===== src/rtl/pwrseq_pkg.sv =====
// Shared types for the supply-rail sequencer.
// Assumes: one clock domain, synchronous active-low reset.
package pwrseq_pkg;

    // Top-level sequencer states
    typedef enum logic [2:0] {
        ST_IDLE,
        ST_RAMP,
        ST_SETTLE,
        ST_BURST,
        ST_STOP,
        ST_DONE,
        ST_FAULT
    } seq_state_e;

endpackage


===== src/rtl/seq_timer.sv =====
// Loadable down-counter used for settle, STOP-phase and watchdog timing.
// Loading takes priority over decrementing, and the count holds at zero.
// Assumes: load_val fits in WIDTH bits.
module seq_timer #(
    parameter int WIDTH = 16
) (
    input  logic             clk,
    input  logic             rst_n,
    input  logic             load,
    input  logic [WIDTH-1:0] load_val,
    input  logic             dec,
    output logic [WIDTH-1:0] count,
    output logic             zero
);

    logic [WIDTH-1:0] cnt_q;

    // Counter register: load, or step down toward zero
    always_ff @(posedge clk) begin
        if (!rst_n) begin
            cnt_q <= '0;
        end else if (load) begin
            cnt_q <= load_val;
        end else if (dec && (cnt_q != '0)) begin
            cnt_q <= cnt_q - 1'b1;
        end
    end

    assign count = cnt_q;
    assign zero  = (cnt_q == '0);

endmodule


===== src/rtl/scl_burst.sv =====
// Generates PULSES clock periods on SCL while run is high. Each period is
// low for HALF cycles and then high for HALF cycles. last flags the final
// cycle of the final period. The counters clear whenever run is low.
// Assumes: HALF >= 1, PULSES >= 1.
module scl_burst #(
    parameter int HALF   = 60,
    parameter int PULSES = 8
) (
    input  logic clk,
    input  logic rst_n,
    input  logic run,
    output logic scl_lvl,
    output logic last
);

    localparam int CW = $clog2(2 * HALF);
    localparam int PW = $clog2(PULSES + 1);
    localparam logic [CW-1:0] PER_END   = CW'(2 * HALF - 1);
    localparam logic [CW-1:0] HIGH_FROM = CW'(HALF);
    localparam logic [PW-1:0] PULSE_END = PW'(PULSES - 1);

    logic [CW-1:0] phase_q;
    logic [PW-1:0] pulse_q;

    // Phase and pulse counters
    always_ff @(posedge clk) begin
        if (!rst_n || !run) begin
            phase_q <= '0;
            pulse_q <= '0;
        end else if (phase_q == PER_END) begin
            phase_q <= '0;
            pulse_q <= pulse_q + 1'b1;
        end else begin
            phase_q <= phase_q + 1'b1;
        end
    end

    assign scl_lvl = run && (phase_q >= HIGH_FROM);
    assign last    = run && (phase_q == PER_END) && (pulse_q == PULSE_END);

    // the burst never runs past its final pulse
    assert_pulse_bound_R7: assert property (@(posedge clk) disable iff (!rst_n)
        run |-> (pulse_q <= PULSE_END));

endmodule


===== src/rtl/pwr_seq_unlock.sv =====
// Supply-rail sequencer with I2C bus recovery.
// Enables rails in index order. Each rail waits for its power-good and then
// for SETTLE_CYC cycles, and a watchdog bounds the whole ramp. After the last
// settle it releases the system reset, clocks SCL SCL_PULSES times, drives a
// STOP condition and reports done. A power-good loss or a watchdog expiry
// latches FAULT with every output deasserted until rst_n is asserted.
// Assumes: 12 MHz clock, synchronous active-low rst_n, and power-good inputs
// already synchronised to clk.
module pwr_seq_unlock
    import pwrseq_pkg::*;
#(
    parameter int NUM_RAILS  = 3,
    parameter int SETTLE_CYC = 12000,
    parameter int WDOG_CYC   = 600000,
    parameter int SCL_HALF   = 60,
    parameter int SCL_PULSES = 8
) (
    input  logic                 clk,
    input  logic                 rst_n,
    input  logic [NUM_RAILS-1:0] rail_pg,
    output logic [NUM_RAILS-1:0] rail_en,
    output logic                 sys_rst_n,
    output logic                 scl_ovr_en,
    output logic                 scl_ovr_lvl,
    output logic                 sda_pull_low,
    output logic                 seq_done
);

    localparam int STOP_CYC = 3 * SCL_HALF;
    localparam int TMAX     = (SETTLE_CYC > STOP_CYC) ? SETTLE_CYC : STOP_CYC;
    localparam int TW       = $clog2(TMAX + 1);
    localparam int WW       = $clog2(WDOG_CYC + 1);
    localparam int IW       = (NUM_RAILS > 1) ? $clog2(NUM_RAILS) : 1;
    localparam logic [IW-1:0] LAST_IDX = IW'(NUM_RAILS - 1);
    localparam logic [TW-1:0] SETTLE_LD = TW'(SETTLE_CYC - 1);
    localparam logic [TW-1:0] STOP_LD   = TW'(STOP_CYC - 1);
    localparam logic [TW-1:0] SCL_HI_BELOW = TW'(2 * SCL_HALF);
    localparam logic [TW-1:0] SDA_LO_FROM  = TW'(SCL_HALF);
    localparam logic [WW-1:0] WDOG_LD   = WW'(WDOG_CYC - 1);

    seq_state_e    state_q, state_d;
    logic [IW-1:0] idx_q, idx_d;

    logic [TW-1:0] tmr_count;
    logic          tmr_zero, tmr_load;
    logic [TW-1:0] tmr_ld_val;
    logic [WW-1:0] wd_count;
    logic          wd_zero;
    logic          ramping, post_reset, burst_run, burst_scl, burst_last;
    logic [NUM_RAILS-1:0] pg_needed;
    logic          pg_lost;

    assign ramping    = (state_q == ST_RAMP) || (state_q == ST_SETTLE);
    assign post_reset = (state_q == ST_BURST) || (state_q == ST_STOP) || (state_q == ST_DONE);
    assign burst_run  = (state_q == ST_BURST);

    // Which power-good inputs must currently be high
    always_comb begin
        for (int j = 0; j < NUM_RAILS; j++) begin
            pg_needed[j] = ((state_q == ST_RAMP)   && (j <  int'(idx_q))) ||
                           ((state_q == ST_SETTLE) && (j <= int'(idx_q))) ||
                           post_reset;
        end
    end

    assign pg_lost = |(pg_needed & ~rail_pg);

    // Next-state and rail-index decision
    always_comb begin
        state_d = state_q;
        idx_d   = idx_q;
        unique case (state_q)
            ST_IDLE: begin
                state_d = ST_RAMP;
                idx_d   = '0;
            end
            ST_RAMP: begin
                if (pg_lost || wd_zero)  state_d = ST_FAULT;
                else if (rail_pg[idx_q]) state_d = ST_SETTLE;
            end
            ST_SETTLE: begin
                if (pg_lost || wd_zero) begin
                    state_d = ST_FAULT;
                end else if (tmr_zero) begin
                    if (idx_q == LAST_IDX) begin
                        state_d = ST_BURST;
                    end else begin
                        state_d = ST_RAMP;
                        idx_d   = idx_q + 1'b1;
                    end
                end
            end
            ST_BURST: begin
                if (pg_lost)         state_d = ST_FAULT;
                else if (burst_last) state_d = ST_STOP;
            end
            ST_STOP: begin
                if (pg_lost)       state_d = ST_FAULT;
                else if (tmr_zero) state_d = ST_DONE;
            end
            ST_DONE: begin
                if (pg_lost) state_d = ST_FAULT;
            end
            default: state_d = ST_FAULT;
        endcase
    end

    // State and index registers
    always_ff @(posedge clk) begin
        if (!rst_n) begin
            state_q <= ST_IDLE;
            idx_q   <= '0;
        end else begin
            state_q <= state_d;
            idx_q   <= idx_d;
        end
    end

    // Phase timer is reloaded on entry to SETTLE or STOP
    assign tmr_load   = (state_d != state_q) || (idx_d != idx_q);
    assign tmr_ld_val = (state_d == ST_STOP) ? STOP_LD : SETTLE_LD;

    seq_timer #(.WIDTH(TW)) u_phase_tmr (
        .clk      (clk),
        .rst_n    (rst_n),
        .load     (tmr_load),
        .load_val (tmr_ld_val),
        .dec      (1'b1),
        .count    (tmr_count),
        .zero     (tmr_zero)
    );

    seq_timer #(.WIDTH(WW)) u_wdog (
        .clk      (clk),
        .rst_n    (rst_n),
        .load     (state_q == ST_IDLE),
        .load_val (WDOG_LD),
        .dec      (ramping),
        .count    (wd_count),
        .zero     (wd_zero)
    );

    scl_burst #(.HALF(SCL_HALF), .PULSES(SCL_PULSES)) u_burst (
        .clk     (clk),
        .rst_n   (rst_n),
        .run     (burst_run),
        .scl_lvl (burst_scl),
        .last    (burst_last)
    );

    // Rail enables: rail i is on once the index has reached it
    for (genvar g = 0; g < NUM_RAILS; g++) begin : g_rail
        assign rail_en[g] = post_reset || (ramping && (g <= int'(idx_q)));
    end

    // Output decode
    always_comb begin
        sys_rst_n   = post_reset;
        scl_ovr_en  = burst_run || (state_q == ST_STOP);
        scl_ovr_lvl = burst_run ? burst_scl :
                      ((state_q == ST_STOP) && (tmr_count < SCL_HI_BELOW));
        // System reset gates the SDA drive
        sda_pull_low = (state_q == ST_STOP) && (tmr_count >= SDA_LO_FROM) && sys_rst_n;
        seq_done    = (state_q == ST_DONE);
    end

    // a reset edge clears every output
    assert_reset_clears_R1: assert property (@(posedge clk)
        !rst_n |=> (rail_en == '0 && !sys_rst_n && !scl_ovr_en && !scl_ovr_lvl
                    && !sda_pull_low && !seq_done));

    for (genvar g = 1; g < NUM_RAILS; g++) begin : g_chk
        // enables stay cumulative
        assert_rail_order_R2: assert property (@(posedge clk) disable iff (!rst_n)
            rail_en[g] |-> rail_en[g-1]);
        // a rail rises only after the previous one was good
        assert_rail_after_pg_R3: assert property (@(posedge clk) disable iff (!rst_n)
            $rose(rail_en[g]) |-> $past(rail_pg[g-1]));
    end

    // reset release only with every rail good
    assert_release_all_good_R4: assert property (@(posedge clk) disable iff (!rst_n)
        $rose(sys_rst_n) |-> $past(&rail_pg));

    // a fault latches until reset
    assert_fault_hold_R5: assert property (@(posedge clk) disable iff (!rst_n)
        (state_q == ST_FAULT) |=> (state_q == ST_FAULT));

    // SDA is only pulled while SCL is overridden
    assert_sda_with_scl_R8: assert property (@(posedge clk) disable iff (!rst_n)
        sda_pull_low |-> scl_ovr_en);

    // done means released bus, powered rails, released reset
    assert_done_state_R9: assert property (@(posedge clk) disable iff (!rst_n)
        seq_done |-> (!scl_ovr_en && sys_rst_n && (&rail_en)));

endmodule


===== config.mk =====
export PLATFORM = sky130hd
export DESIGN_NAME = pwr_seq_unlock
export DESIGN_NICKNAME = d
export VERILOG_FILES = /design/src/rtl/pwrseq_pkg.sv /design/src/rtl/seq_timer.sv /design/src/rtl/scl_burst.sv /design/src/rtl/pwr_seq_unlock.sv
export SDC_FILE = /design/constraint.sdc
export NUM_CORES = 1
export LEC_CHECK = 0
export BUFFER_PORTS_ARGS = -buffer_cell sky130_fd_sc_hd__clkbuf_2
export CELL_PAD_IN_SITES_DETAIL_PLACEMENT = 1
export CELL_PAD_IN_SITES_GLOBAL_PLACEMENT = 1
export CORE_MARGIN = 8
export CORE_UTILIZATION = 47
export CTS_BUF_LIST = sky130_fd_sc_hd__clkbuf_8
export DETAILED_ROUTE_END_ITERATION = 7
export HOLD_SLACK_MARGIN = 0.05
export PLACE_DENSITY = 0.83
export SLEW_MARGIN = 20
export SYNTH_ARGS = -nofsm -noshare
export SYNTH_HDL_FRONTEND = slang
export SYNTH_SLANG_ARGS = --single-unit

===== constraint.sdc =====
create_clock -name clk -period 3.9 [get_ports clk]
set_clock_uncertainty 0.1 [all_clocks]
set_input_delay 0.195 -clock clk [delete_from_list [all_inputs] [get_ports clk]]
set_output_delay 0.195 -clock clk [all_outputs]
set_load 0.01 [all_outputs]

---- Word-level counts from Yosys, hierarchy flattened ----
Cells that the tools add are included.
word-level totals
  logic and storage cells ................. 99
  input bits .............................. 5
  bits in registers ....................... 50
operators by class
  reduce and logical (&&, ||, !) cells .... 41
  bitwise logic cells ..................... 3
  order comparisons ....................... 9
  eq/ne operators ......................... 11
  multiplexer cells ....................... 23
  $add $sub $neg .......................... 5
operators by type and width
  kind                                                         count
  2-to-1 mux 14 bit                                            3
  2-to-1 mux 20 bit                                            2
  2-to-1 mux 3 bit                                             9
  logical NOT 20 bit                                           1
  nonzero test 20 bit                                          1
  subtractor 20 x 1 -> 20 bit, second input constant           1
  one-hot mux 3 bit (6 select lines)                           1
  logical OR 1 bit                                             15
  >= comparator 14 x 6 -> 1 bit, second input constant         1
  logical AND 1 bit                                            14
  logical NOT 14 bit                                           1
  less-than comparator 14 x 7 -> 1 bit, second input constant  1
  nonzero test 14 bit                                          1
  subtractor 14 x 1 -> 14 bit, second input constant           1
  == test 3 bit, second input constant                         3
  2-to-1 mux 2 bit                                             4
  adder 7 x 1 -> 7 bit, second input constant                  1
  == test 7 bit, second input constant                         1
  >= comparator 7 x 6 -> 1 bit, second input constant          1
  == test 3 x 2 -> 1 bit, second input constant                2
  adder 4 x 1 -> 4 bit, second input constant                  1
  == test 4 x 3 -> 1 bit, second input constant                1
  less-than comparator 1 x 2 -> 1 bit, first input constant    2
  one-hot mux 2 bit (2 select lines)                           1
  other kinds (19)                                             23

---- Longest topological paths before layout ----
Gate-level depths: netlist (run 1).
  depth after elaboration ................. 12
  depth in mapped cells ................... 11
  mapped depth without buffers ............ 10

---- By module ----
Synthesis (run 1) repeated with hierarchy kept, for this count alone.
second synthesis, totals
  cell total of the unflattened synthesis .. 413
  area total of the unflattened synthesis .. 3349.5 um2
modules (own cells, without submodules)
  module                    area each (um2)  times used  cells each
  seq_timer at u_wdog       1237.4           1           151
  seq_timer at u_phase_tmr  858.3            1           99
  pwr_seq_unlock            728.2            1           105
  scl_burst                 525.5            1           58

---- Worst setup path after synthesis (run 1) ----
OpenSTA, ideal clock, no wires.
  path type ............................... reg2reg
  from .................................... register u_wdog.cnt_q[0] (netlist: u_wdog.count[0])
  to ...................................... register u_phase_tmr.cnt_q[10] (netlist: u_phase_tmr.count[10])
  slack ................................... 1199 ps
  required time ........................... 3674 ps
  period minus slack after synthesis ...... 2701 ps
  arrival time ............................ 2475 ps
  buffers on the path ..................... 0
  setup time .............................. 126 ps
  stages on the path, launching flop included .. 11
  cell sequence ........................... dfxtp_1 > inv_1 > ha_1 > or4b_1 > nor4_4 > nand2_4 > and4b_4 > o311a_4 > o211ai_4 > or3_4 > o21ai_1
on the way
  word-level cells in the longest chain between the ends .. 7
ends and longest elaborated chain
  item                                                                                      RTL line                                      RTL
  start, declared                                                                           seq_timer.sv:16                               logic [WIDTH-1:0] cnt_q;
  start signal, assigned                                                                    seq_timer.sv:23                               cnt_q <= load_val;
  start signal, assigned                                                                    seq_timer.sv:25                               cnt_q <= cnt_q - 1'b1;
  logical NOT 20 bit (*)                                                                    seq_timer.sv:30                               assign zero = (cnt_q == '0);
  logical OR 1 bit (*)                                                                      pwr_seq_unlock.sv:78, pwr_seq_unlock.sv:82
  2-to-1 mux 3 bit, or another cell as far along                                            pwr_seq_unlock.sv:82                          if (pg_lost || wd_zero) begin
  one-hot mux 3 bit (6 select lines) or one-hot mux 2 bit (2 select lines) (tied branches)  pwr_seq_unlock.sv:72                          unique case (state_q)
  == test 3 bit, or another cell as far along                                               pwr_seq_unlock.sv:121                         assign tmr_ld_val = (state_d == ST_STOP) ? STOP_LD : SETTLE_LD;
  2-to-1 mux 14 bit or logical OR 1 bit (tied branches)                                     pwr_seq_unlock.sv:121, pwr_seq_unlock.sv:120
  2-to-1 mux 14 bit or nonzero test 2 bit (tied branches)                                   -
  end signal, assigned                                                                      seq_timer.sv:23
  end signal, assigned                                                                      seq_timer.sv:25
  end, declared                                                                             seq_timer.sv:16
Mark *: on every way between the ends. The rest lies on a longest branch, timed or not.
A chain may end at the register's enable or synchronous reset.

---- Worst setup path in the final report (run 1) ----
  from .................................... register state_q[1]
  to ...................................... register u_phase_tmr.cnt_q[9] (netlist: u_phase_tmr.count[9])
on the way
  word-level cells in the longest chain between the ends .. 12
ends and longest elaborated chain
  item                                                                                      RTL line                                      RTL
  start, declared                                                                           pwr_seq_unlock.sv:41                          seq_state_e state_q, state_d;
  start signal, assigned                                                                    pwr_seq_unlock.sv:114                         state_q <= state_d;
  == test 3 x 1 -> 1 bit, or another cell as far along                                      pwr_seq_unlock.sv:60, pwr_seq_unlock.sv:72
  logical AND 1 bit, or another cell as far along                                           pwr_seq_unlock.sv:60                          pg_needed[j] = ((state_q == ST_RAMP) && (j < int'(idx_q))) ||
  logical OR 1 bit (on tied branches)                                                       pwr_seq_unlock.sv:60, pwr_seq_unlock.sv:54
  logical OR 1 bit                                                                          pwr_seq_unlock.sv:61                          ((state_q == ST_SETTLE) && (j <= int'(idx_q))) ||
  AND 3 bit                                                                                 pwr_seq_unlock.sv:66                          assign pg_lost = |(pg_needed & ~rail_pg);
  OR reduction 3 bit                                                                        pwr_seq_unlock.sv:66
  logical OR 1 bit                                                                          pwr_seq_unlock.sv:78, pwr_seq_unlock.sv:82
  2-to-1 mux 3 bit, or another cell as far along                                            pwr_seq_unlock.sv:82
  one-hot mux 3 bit (6 select lines) or one-hot mux 2 bit (2 select lines) (tied branches)  pwr_seq_unlock.sv:72
  == test 3 bit, or another cell as far along                                               pwr_seq_unlock.sv:121
  2-to-1 mux 14 bit or logical OR 1 bit (tied branches)                                     pwr_seq_unlock.sv:121, pwr_seq_unlock.sv:120
  2-to-1 mux 14 bit or nonzero test 2 bit (tied branches)                                   -
Several ways; a longest one is shown, not always the timed one.

==> run_results.csv, run 1 <==
group,metric,value,unit
placement,gp_congestion,0.853,
clock_tree,clock_latency,310,ps
clock_tree,cts_resized,0,
critical_path,worstReg2RegStart,"state_q[1]",
synth,synth_cell_types,63,
detailed_routing,ant_nets,0,
hold_path,min_path_type,"in2reg",
power,internal-power,1.21,mW
synth,ys_warn_count,0,
power,ir_worst_vdd,317,uV
floorplanning,initial_utilization,0.484,
synth,syn_inst,335,
synth,yosys_most_used_dff,"dfxtp_1",
clock_tree,clock_sinks,50,
global_routing,grt_pass1_wl,11800,um
synth,netlist.area_leader.share,0.349,
critical_path,cp-start-kind,"register",
power,p_sw,1.01,mW
layout,final_cell_area,3050,um^2
clock_tree,h-tree-depth,2,
critical_path,slowest_stage,"dfxtp_1",
clock_tree,clk_pin_slew,110,ps
timing,clock.fmax,0.307,GHz
timing,rsz0062_at_grt,"no",
power,total_power,2.21,mW
clock_tree,cts.path.max_buffers,2,
floorplanning,core_area,5920,um^2
outcome,status,"finished, final reports clean",
placement,io_buffers,12,
detailed_routing,wl,6800,um
power,p_sw_frac,0.455,
critical_path,worstSetupPathType,"reg2reg",
global_routing,grt_antenna_before_repair,0,
clock_tree,cts_hold_buf,0,
floorplanning,io_pins,13,
critical_path,cpLargestDelayFamily,"compound AO/OA/AOI/OAI gates",
clock_tree,cts-root-buf,"clkbuf_8",
critical_path,cp_cell_sequence,"and2_0 > a211oi_1 > a211o_1 > a311oi_1 > o311ai_1 > o211a_2 > o41a_1 > o21ai_1",
detailed_routing,num_vias,2434,
synth,synth_most_common_cell,"dfxtp_1",
timing,drv_slew,0,
critical_path,arrival,3400,ps
detailed_routing,drt-wirelength-per-cell,16.3,um
floorplanning,chipHeight,94.1,um
clock_tree,cts_tree,"built",
hold_path,min_from,"rst_n",
critical_path,critPathMaxFanout,19,
clock_tree,cts-buffers-inserted,5,
critical_path,cp-end-kind,"register",
synth,synth_enable_flop_cells,0,
floorplanning,die-width,94.1,um
synth,netlist_area,2870,um^2
global_routing,grt_max_degree,28,
timing,setup_viol,0,
timing,fin_crit,3260,ps
critical_path,cp_slowest_stage_delay,730,ps
synth,yosysTopAreaCell,"dfxtp_1",
global_routing,overflow,0,
layout,final_nets,358,
synth,async_flop_share,0,
clock_tree,postCtsSetupBuffers,0,
synth,synthTopCellsByCount,"dfxtp_1 (50), nor2_1 (49), xnor2_1 (26), a21oi_1 (24), nand2_1 (15)",
power,clockPowerShare,0.153,
layout,n_antenna_cell,0,
layout,drive_gt1_frac,0.120,
placement,dpl_cell_area,2950,um^2
timing,finalCritPeriodShare,0.836,
synth,ys_seq_area_frac,0.349,
detailed_routing,avgViaCountPerCell,5.82,
layout,area_growth_syn_to_layout,6.20,%
detailed_routing,dr.pass1.iters,4,
timing,slew_headroom,0.491,
critical_path,required,4040,ps
timing,hold_violations,0,
power,pwr-share-seq,0.381,
detailed_routing,drtIter0Drc,75,
synth,syn_avg_cell_area,8.56,um^2
run,drv_cap,0,
layout,num-fill-cells,722,
timing,fin_setup_tns,0,ps
detailed_routing,drc,0,
synth,syn_nets,351,
power,pwr-share-comb,0.466,
placement,hpwl,4930,um
critical_path,path_buf_inv,0,
synth,synth_area_leaders,"dfxtp_1 (35%), xnor2_1 (7.9%), nor2_1 (6.4%), ha_1 (4.8%), a21oi_1 (4.2%)",
floorplanning,rows,28,
critical_path,crit_start,"state_q[1]",
synth,synth_seq_cells,50,
global_routing,grt_usage,0.163,
floorplanning,dieArea,8860,um^2
global_routing,grt_pass1_vias,2452,
power,p_leak,1.07,nW
timing,worstMarginPinSlew,759,ps
power,p_per_area,726,nW/um^2
[cell usage in the layout (no fill, tap or decap), types with 7 or more instances in the layout]
master and instances:
a21oi_1 24, clkbuf_2 12, dfxtp_1 50, ha_1 11
inv_1 11, nand2_1 15, nand3_1 13, nor2_1 49
nor3_1 12, nor4_1 8, o21ai_0 10, o21ai_1 7
xnor2_1 26, xor2_1 11
[state kept, by name (all words and copies together) (netlist names)]
register,flops
u_wdog.count,20
u_phase_tmr.count,14
idx_q,2
u_burst.phase_q,7
state_q,3
u_burst.pulse_q,4
[power groups by stage]
| stage | Sequential (mW) | Combinational, mW | Clock [mW] |
|---|---|---|---|
| floorplan | 0.771 | 0.868 | 0 |
| global placement | 0.844 | 0.988 | 0 |
| detailed placement | 0.850 | 1.02 | 0 |
| CTS | 0.841 | 1.03 | 0.348 |
| global route | 0.866 | 1.15 | 0.369 |
| finish | 0.843 | 1.03 | 0.337 |
[routing by layer]
| metal | GRT usage | wire length [um] | up-vias | share of wire |
|---|---|---|---|---|
| met5 | 0 | 0 | - | 0 |
| met4 | 0.0396 | 40 | 0 | 0.0059 |
| met3 | 0.0328 | 138 | 4 | 0.020 |
| met2 | 0.281 | 3370 | 20 | 0.50 |
| met1 | 0.201 | 3260 | 1199 | 0.48 |
| li1 | - | - | 1211 | - |
[final cells by class]
class,count,area [um^2],area share
clock buffers,5,68.8,0.0226
clock inverters,3,28.8,0.00945
inverters,13,48.8,0.0160
multi-input cells,258,1730,0.568
flip-flops and latches,50,1000,0.329
well taps,75,93.8,0.0308
repair buffers,14,75.1,0.0247
[worst paths after layout]
check,to,depth (start not counted),slack (ps)
max,u_phase_tmr.count[9],8,640
min,idx_q[0],2,110
max reg2reg,u_phase_tmr.count[9],8,640
min reg2reg,u_burst.phase_q[0],1,400
[cells by family (layout without fill, tap and decap cells)]
family | Yosys count | after routing | synth area share
AOI/OAI and AO/OA | 75 | 75 | 0.179
muxes | 2 | 2 | 0.00698
DFF | 50 | 50 | 0.349
buffers and inverters | 27 | 35 | 0.0480
adders and majority gates | 11 | 11 | 0.0480
xor gates and xnor gates | 37 | 37 | 0.113
and+or+nand+nor | 133 | 133 | 0.256
[worst reg2reg max path: cells and delay by family (launching register included)]
| family | cells | cell delay (ps) |
|---|---|---|
| AOI/OAI and AO/OA | 7 | 1980 |
| and+or+nand+nor | 1 | 380 |
| DFF | 1 | 730 |
[metrics by stage]
| stage | setup WS [ps] | utilization | std cells | hold WS (ps) |
|---|---|---|---|---|
| after floorplan | 1200 | - | 335 | 217 |
| after global placement | 918 | 0.498 | 410 | 368 |
| after detailed placement | 769 | 0.498 | 410 | 377 |
| after CTS | 706 | 0.514 | 418 | 94.7 |
| after global routing | 394 | 0.514 | 418 | 99.2 |
| final | 639 | 0.514 | 418 | 111 |
Power figures use the tool's default switching activity.
==> inputs of run 2 (changes only) <==
ABC_AREA = 1   (was not set)
CORE_UTILIZATION = 41   (was 47)
PLACE_DENSITY = 0.81   (was 0.83)
clock period = 2.95 ns   (was 3.9 ns; I/O delays follow)
==> run 2 against run 1 <==
Wire length up 13%. Total power up 67%. Clock power up 47%. Worst setup slack worse by 380 ps. Sequential power up 25%. Register-to-register slack worse by 380 ps. Global-route usage down 0.40 points. Sequential share of layout area down 2.4 points. Area after synthesis up 3.7%. Final cell count up 35%. First-iteration DRC count down 12%. Critical path type unchanged. Critical endpoint is now u_phase_tmr.count[5]. Largest power group unchanged. Highest routed layer unchanged.
==> run_results.csv, run 2 <==
group,metric,value,unit
clock_tree,cts_tree,"built",
timing,fin_crit,2690,ps
detailed_routing,ant_nets,0,
power,total_power,3.70,mW
critical_path,cp-start-kind,"register",
global_routing,grt_antenna_before_repair,0,
placement,io_buffers,12,
critical_path,arrival,2780,ps
timing,slew_headroom,0.546,
hold_path,min_path_type,"in2reg",
synth,syn_avg_cell_area,6.70,um^2
timing,whs,153,ps
synth,netlist_area,2970,um^2
hold_path,min_path_cells,3,
layout,stdcell_count,563,
critical_path,cp-end-kind,"register",
placement,dpl_cell_area,3160,um^2
timing,clock.fmax,0.371,GHz
detailed_routing,drt-wirelength-per-cell,13.6,um
floorplanning,initial_utilization,0.417,
clock_tree,postCtsSetupBuffers,0,
layout,final_cell_area,3290,um^2
power,p_leak,1.56,nW
global_routing,grt_usage,0.159,
clock_tree,cts-buffers-inserted,5,
layout,final_util,0.461,
layout,area_growth_syn_to_layout,10.6,%
synth,syn_inst,444,
synth,synth_area_leaders,"dfxtp_1 (34%), nand2_1 (11%), nor2_1 (8.5%), inv_1 (7.3%), nand3_1 (6.6%)",
clock_tree,clock_sinks,50,
outcome,status,"finished, final reports clean",
placement,post-place-cells,554,
layout,num-fill-cells,1001,
detailed_routing,avgViaCountPerCell,5.09,
synth,synth_seq_cells,50,
critical_path,critPathMaxFanout,6,
global_routing,grt_max_degree,25,
synth,ys_seq_area_frac,0.337,
detailed_routing,num_vias,2867,
synth,synth_cell_types,40,
clock_tree,cts_resized,0,
synth,synth_enable_flop_cells,0,
synth,async_flop_share,0,
global_routing,overflow,0,
floorplanning,core_area,7140,um^2
synth,synth_most_common_cell,"nand2_1",
detailed_routing,drtIter0Drc,66,
run,drv_cap,0,
critical_path,worstSetupPathType,"reg2reg",
timing,drv_slew,0,
detailed_routing,drc,0,
critical_path,rr_worst_depth,16,
synth,synthTopCellsByCount,"nand2_1 (88), nor2_1 (67), inv_1 (58), dfxtp_1 (50), nand3_1 (39)",
layout,multi_input_area,1720,um^2
layout,n_antenna_cell,0,
layout,largest_reg_flops,20,
power,ir_worst_vdd,410,uV
placement,gp_congestion,0.828,
timing,worstMarginPinSlew,679,ps
global_routing,grt_pass1_vias,2966,
synth,ys_warn_count,0,
detailed_routing,dr.pass1.iters,6,
layout,seqCellArea,1000,um^2
timing,rsz0062_at_grt,"no",
power,p_per_area,1120,nW/um^2
global_routing,grt_pass1_wl,13400,um
layout,final_nets,480,
floorplanning,die-width,101,um
layout,drive_gt1_frac,0.106,
timing,fin_setup_tns,0,ps
synth,yosys_most_used_dff,"dfxtp_1",
placement,pre_cts_ws,316,ps
synth,syn_nets,460,
clock_tree,h-tree-depth,2,
timing,setup_ws,256,ps
clock_tree,cts.path.max_buffers,2,
placement,hpwl,5930,um
floorplanning,io_pins,13,
layout,layout_common_cells,"nand2_1 (88), nor2_1 (67), inv_1 (58)",
floorplanning,rows,31,
timing,finalCritPeriodShare,0.913,
clock_tree,cts-root-buf,"clkbuf_8",
detailed_routing,wl,7660,um
synth,netlist.area_leader.share,0.337,
critical_path,required,3040,ps
clock_tree,clk_pin_slew,90,ps
clock_tree,cts_hold_buf,0,
timing,setup_viol,0,
timing,hold_violations,0,
floorplanning,chipHeight,101,um
synth,yosysTopAreaCell,"dfxtp_1",
clock_tree,clock_latency,300,ps
floorplanning,dieArea,10200,um^2
layout,layout_commonest_cell,"nand2_1",
-- run 2: cell types whose count changed after synthesis, sizes merged, moves of 4 or more --
cell and delta:
nand2 +74, inv +52, nand3 +28, nor2 +23, xnor2 -23, a21oi +6
buf -6, clkbuf -5, nor4 -5, or2 +5, or3 -5, or4 -5
a211oi -4
-- run 2: path summary, 6_finish.rpt --
path                            slack (ps)                from                    to
worst max-delay path                   260            idx_q[0]  u_phase_tmr.count[5]
worst min-delay path                   150               rst_n      u_wdog.count[10]
worst max register to register         260            idx_q[0]  u_phase_tmr.count[5]
worst min register to register         370  u_burst.phase_q[0]    u_burst.phase_q[0]
-- run 2: cell families after synthesis --
kind of cell	Yosys count	synth area share
AOI/OAI and AO/OA	63	0.126
adders and majority gates	11	0.0463
xor gates and xnor gates	17	0.0501
and+or+nand+nor	236	0.357
DFF	50	0.337
buffers and inverters	67	0.0846
-- run 2: final cells by class --
type	instances	share of cell area
multi-input cells	327	0.523
clock inverters	1	0.00913
inverters	64	0.0730
repair buffers	16	0.0274
clock buffers	6	0.0251
flip-flops and latches	50	0.304
well taps	99	0.0377
-- run 2: metal layers --
layer / global-route usage / routed length [um] / vias up
met5: 0 / 0 / -
met4: 0.0309 / 44 / 0
met3: 0.0289 / 188 / 4
met2: 0.293 / 3870 / 23
met1: 0.186 / 3560 / 1367
li1: - / - / 1473
-- run 2: worst max-delay path: stages (launching register included) --
cell and delay (ps):
dfxtp_1 390, inv_1 140, ha_1 230, or2_2 280, nand2_1 70, nand3_1 70, nand2_1 120, nand3_2 120
a21oi_2 200, nand2_1 70, nand2_1 80, nand3_1 180, nor2_4 210, buf_4 150, nand2_1 50, nand3_1 80
nor2_1 40
-- run 2: report_power, final --
group          switching, mW  total [mW]  leakage, nW  internal, mW
Clock                  0.225       0.497       0.0573         0.272
Combinational           1.43        2.15         1.09         0.724
Sequential             0.179        1.05        0.412         0.869
